`src/rtl/sig_presence_det.sv`:
```
module sig_presence_det #(
  parameter int LW        = 12,
  parameter int FSK_ON    = 600,
  parameter int FSK_OFF   = 400,
  parameter int FSK_TON   = 8,
  parameter int FSK_TOFF  = 12,
  parameter int TONE_ON   = 900,
  parameter int TONE_OFF  = 700,
  parameter int TONE_TON  = 5,
  parameter int TONE_TOFF = 6
) (
  input  logic          clk,
  input  logic          rst_n,
  input  logic          mode_tone,
  input  logic [LW-1:0] level,
  input  logic          level_vld,
  output logic          det_fsk,
  output logic          tone_lvl
);
  localparam int MAX_A = (FSK_TON > FSK_TOFF) ? FSK_TON : FSK_TOFF;
  localparam int MAX_B = (TONE_TON > TONE_TOFF) ? TONE_TON : TONE_TOFF;
  localparam int TMAX  = (MAX_A > MAX_B) ? MAX_A : MAX_B;
  localparam int CW    = $clog2(TMAX + 1);

  logic          mode_q, present;
  logic [CW-1:0] pend;

  wire [LW-1:0] th_on   = mode_tone ? LW'(TONE_ON)  : LW'(FSK_ON);
  wire [LW-1:0] th_off  = mode_tone ? LW'(TONE_OFF) : LW'(FSK_OFF);
  wire [CW-1:0] n_on    = mode_tone ? CW'(TONE_TON)  : CW'(FSK_TON);
  wire [CW-1:0] n_off   = mode_tone ? CW'(TONE_TOFF) : CW'(FSK_TOFF);

  wire          mode_chg = mode_tone != mode_q;
  wire          toward   = present ? (level < th_off) : (level >= th_on);
  wire [CW-1:0] target   = present ? n_off : n_on;
  wire [CW:0]   pend_nx  = {1'b0, pend} + 1'b1;
  wire          hit      = pend_nx >= {1'b0, target};
  wire          sat      = &pend;

  always_ff @(posedge clk) begin
    if (!rst_n) begin
      mode_q  <= 1'b0;
      present <= 1'b0;
      pend    <= '0;
    end else if (mode_chg) begin
      mode_q  <= mode_tone;
      present <= 1'b0;
      pend    <= '0;
    end else if (level_vld) begin
      if (!toward) begin
        pend <= '0;
      end else if (hit) begin
        present <= ~present;
        pend    <= '0;
      end else if (!sat) begin
        pend <= pend_nx[CW-1:0];
      end
    end
  end

  assign det_fsk  = present & ~mode_q;
  assign tone_lvl = present &  mode_q;
endmodule

```
`config.mk`:
```
export PLATFORM = sky130hd
export DESIGN_NAME = sig_presence_det
export DESIGN_NICKNAME = d
export VERILOG_FILES = /design/src/rtl/sig_presence_det.sv
export SDC_FILE = /design/constraint.sdc
export NUM_CORES = 1
export LEC_CHECK = 0
export ABC_AREA = 1
export CELL_PAD_IN_SITES_DETAIL_PLACEMENT = 1
export CELL_PAD_IN_SITES_GLOBAL_PLACEMENT = 2
export CORE_ASPECT_RATIO = 1.1
export CORE_MARGIN = 5
export CORE_UTILIZATION = 26
export DETAILED_ROUTE_END_ITERATION = 12
export PLACE_DENSITY = 0.87
export SLEW_MARGIN = 30
export SYNTH_ARGS = -nofsm -noshare
export SYNTH_HDL_FRONTEND = slang
export SYNTH_SLANG_ARGS = --single-unit
```
`constraint.sdc`:
```
create_clock -name clk -period 1.8 [get_ports clk]
set_input_delay 0.18 -clock clk [delete_from_list [all_inputs] [get_ports clk]]
set_output_delay 0.18 -clock clk [all_outputs]
set_load 0.02 [all_outputs]
```
* Yosys cells after proc, flatten, opt, wreduce, memory -nomap -nowiden *
Cells that the tools add are included.

storage, ports and cells
  output and inout bits = 2
  logic and storage cells = 27
  bits of input ports = 16
  register bits after elaboration = 6

operators by class
  bitwise operators = 5
  muxes and demuxes = 9
  equal/unequal tests = 2
  $lt $le $gt $ge = 3
  reduce and logical (&&, ||, !) cells = 4
  add/sub/neg operators = 1

operator list
  kind                   number
  $mux W4                6
  $ge A12 B10 Y1         1
  $lt A12 B10 Y1         1
  $mux W10               1
  $mux W9                1
  $add A4 B1 Y5 const B  1
  $ge A5 B4 Y1           1
  $reduce_and A4 Y1      1
  $ne A3 B3 Y1 const B   1
  $not A1 Y1             3
  $reduce_and A3 Y1      1
  $and A1 B1 Y1          2
  $reduce_and A2 Y1      1
  $reduce_or A2 Y1       1
  $mux W1                1
  $ne A1 B1 Y1           1

* Logic depth before layout (Yosys ltp) *
  depth in word-level cells = 5
  mapped depth = 13
  mapped depth without buffers = 13

* Least setup slack after synthesis *
No wires, ideal clock.

  path type = reg-to-reg
  start = register pend[0]
  end = register pend[0]
  stages on the path, launching flop included = 11
  arrival time = 1.592 ns
  library setup time = 0.066 ns
  setup slack = 0.142 ns
  path buffers = 0
  period minus slack after synthesis = 1.658 ns
  data required time = 1.734 ns
  path through = dfxtp_1 > ha_1 > xor2_1 > ha_1 > nand2_1 > inv_1 > nand4_1 > nand3_2 > nor2_1 > nand2_1 > a21oi_2

between the ends
  word-level cells in the longest chain between the ends = 4
  elaborated cells between the ends (all ways) = 8
  those cells by class = add/sub (1); order compare (1); eq/ne (1); mux (3); reduce/logical (2)

RTL lines
  item                                                           line    text
  from (decl)                                                    26      logic [CW-1:0] pend;
  from (signal assigned)                                         56      pend <= pend_nx[CW-1:0];
  $add A4 B1 Y5                                                  36      wire [CW:0] pend_nx = {1'b0, pend} + 1'b1;
  $ge A5 B4 Y1 or $mux W4 (tied branches)                        37, 55
  $ne A3 B3 Y1 (no source line) or $mux W4 (tied branches)       --
  $reduce_and A2 Y1 (no source line) or $mux W4 (tied branches)  --

Several ways; a longest one is shown, not always the timed one. The select of a mux whose other input is x is not followed.
A chain may end at the register's enable or synchronous reset.

* Final worst setup path *
  start = register pend[0]
  end = register pend[1]

The elaborated chain is that of the path after synthesis.

==> impl_metrics.py <==
metrics = {
    "global_routing": {
        "gr-usage-met2_pct": 20.4,
        "grt_pass1_wl_um": 3740,
        "grtUsageMet1_pct": 11.6,
        "antenna_found_initial": 0,
        "overflow": 0,
        "top_usage_layer": "met2",
        "grt_pass1_vias": 968,
        "grt.total_usage_pct": 10.2,
        "grt_max_degree": 8,
        "grt_util_met3_pct": 0.810,
    },
    "sta": {
        "setup_slack_ps": 76.4,
        "slew_viol_final": 0,
        "fin_skew_ps": 2.78,
        "hold_viol": 0,
        "final.setup.tns_ps": 0,
        "tightestPinTransition_ps": 259,
        "rsz0062_at_grt": "true",
        "setup_viol": 0,
        "fin_crit_ps": 1720,
        "fin_crit_sh_pct": 95.8,
        "fmax_ghz": 0.580,
        "relSlewSlack_pct": 82.7,
    },
    "setup_path": {
        "cp_data_required_time_ps": 1960,
        "rrSetupSlack_ps": 80,
        "critPathLaunchType": "flop",
        "r2r_start": "pend[0]",
        "critPathArrivalTime_ps": 1890,
        "r2r_cells": 11,
        "critPathMaxStageDelay_ps": 360,
        "cpMaxStageDelayCell": "dfxtp_4",
        "worstPathMaxFanout": 4,
        "crit_path_cell_trace": "buf_4, nand3_4, xnor2_4, ha_4, nand3_2, nand2_2, inv_4, nand4_1, nor2_1, nand2_1, a21oi_2",
        "cpLargestDelayFamily": "simple AND/OR/NAND/NOR gates",
        "crit_type": "flop to flop",
        "path_buf_inv": 2,
        "endpoint_kind": "flop",
        "worstReg2RegEnd": "pend[1]",
    },
    "cts": {
        "cts_hold_buf": 0,
        "cts_buffer_depth": 2,
        "root_buffer": "clkbuf_4",
        "clk_latency_ps": 240,
        "cts_tree": "built",
        "cts_buffers": 3,
        "htree_num_levels": 1,
        "clk_pin_slew_ps": 50,
        "clock_sinks": 6,
    },
    "synthesis": {
        "yosys.area.top_type": "ha_1",
        "synth_area_leaders": "ha_1, dfxtp_1, nand2_1",
        "syn_nets": 159,
        "ys_ff_latch": 6,
        "syn_avg_cell_area_sq_um": 6.36,
        "yosysSeqAreaShare_pct": 14.7,
        "synth_top_area_share_pct": 23.0,
        "netlist_area_sq_um": 815,
        "synthDistinctLibCells": 20,
        "ys_warn_count": 0,
        "netlist_instances": 128,
    },
    "floorplanning": {
        "start_util_pct": 27.0,
        "core_area_sq_um": 3020,
        "rows": 21,
        "die-area_sq_um": 4350,
        "die_x_um": 63.4,
        "boundaryPins": 18,
        "die_h_um": 68.7,
    },
    "layout": {
        "area_growth_pct": 54.1,
        "multiInputGateArea_sq_um": 714,
        "drive_above_1_share_pct": 26.4,
        "antenna_cells": 0,
        "layout_common_cells": "nand2_1, inv_1, nor2_1",
        "layout_commonest_cell": "nand2_1",
        "nets": 192,
        "seq_area_sq_um": 126,
        "fillers": 390,
    },
    "placed_design": {
        "gp_congestion": 0.737,
        "dp_hpwl_um": 1850,
        "dp_slack_ps": -322,
        "portBuffers": 17,
    },
    "pwr": {
        "combPwrFrac_pct": 41.3,
        "intPower_uw": 302,
        "power_frac_seq_pct": 31.6,
        "p_per_area_nw_per_um2": 356,
        "ir_drop_mv": 0.307,
        "leakage_nw": 0.613,
        "clkPwrFrac_pct": 27.1,
        "sw_frac_of_total_pct": 32.5,
        "netSwitchingPower_uw": 145,
    },
    "flow_run": {
        "maxCapViolCount": 0,
    },
    "detailed_routing": {
        "wl_per_cell_um": 11.0,
        "drt_wl_total_um": 2120,
        "detail-route-antenna-nets": 0,
        "via_per_inst": 4.62,
        "first_pass_iters": 2,
        "vias": 892,
        "first_iter_violations": 18,
        "route.detailed.drc": 0,
    },
    "worst_hold_path": {
        "worstHoldEndpoint": "mode_q",
        "hp-start": "mode_tone",
        "hp-class": "primary input to flop",
        "holdPathStages": 4,
    },
    "outcome": {
        "status": "completed",
    },
}
## worst max-delay path by stage
stage | startpoint | endpoint | slack, ps | depth (start not counted)
after floorplan | pend[0] | pend[0] | 140 | 10
after global placement | mode_tone | pend[1] | -250 | 13
after detailed placement | mode_tone | pend[3] | -320 | 13
after CTS | pend[1] | pend[3] | 2 | 10
after global routing | pend[0] | pend[1] | -60 | 12
final | pend[0] | pend[1] | 80 | 11
## flip-flops by register name (all words and copies together) (netlist names)
signal,cells
pend,4
mode_q,1
present,1
## metrics by stage
stage	hold WS [ps]	power, mW	utilization [%]	std cells	area, sq um
detailed placement	540	0.319	36.2	188	1090
CTS	461	0.442	37.6	192	1140
finish	461	0.447	41.5	193	1250
floorplan	273	0.237	-	128	815
global route	489	0.489	41.5	193	1250
global placement	518	0.313	36.2	188	1090
## worst register-to-register path: cells and delay by family (launching register included)
kind | cells | cell delay [ps]
AO/OA/AOI/OAI | 1 | 140
XOR/XNOR | 1 | 210
adder cells (fa/ha/maj) | 1 | 240
buffers and inverters | 2 | 200
flip-flops | 1 | 360
AND/OR/NAND/NOR | 6 | 510
## cell type report
| type | count | share of cell area [%] |
|---|---|---|
| multi-input cells | 98 | 56.9 |
| repair buffers | 28 | 20.4 |
| flip-flops and latches | 6 | 10.1 |
| inverters | 24 | 7.38 |
| well taps | 34 | 3.39 |
| clock buffers | 3 | 1.79 |
## routing by layer
metal  vias up  routed length (um)
met1       405                 905
met2        16                1140
met5         -                   0
met3         2                  55
li1        469                   -
met4         0                  14
## cell usage after synthesis (all sizes together)
cell type and n:
a21oi 6, clkinv 1, dfxtp 6, ha 15, inv 23, nand2 35
nand3 7, nand4 7, nor2 20, nor3 1, o21ai 2, o21bai 2
xnor2 2, xor2 1
## kinds of logic after synthesis
group,after synthesis,share of synthesized area [%]
DFF,6,14.7
buffers and inverters,24,11.2
adders and majority gates,15,23.0
xor gates and xnor gates,3,4.15
and+or+nand+nor,70,39.6
AOI/OAI and AO/OA,10,7.22
## what timing repair did
action | CTS | global route
pin swaps | 2 | 21
resized for setup | 6 | 20
endpoints found under the setup margin | 5 | 6
buffers inserted | 1 | 1
## power by group through the flow
stage                     Combinational (mW)  Sequential [mW]  Clock (mW)
after floorplan                       0.0942            0.143           0
after global placement                 0.170            0.143           0
after detailed placement               0.176            0.143           0
after CTS                              0.176            0.141       0.125
after global routing                   0.212            0.142       0.135
final                                  0.184            0.141       0.121
Note: power is estimated with default switching activity, not from simulation.
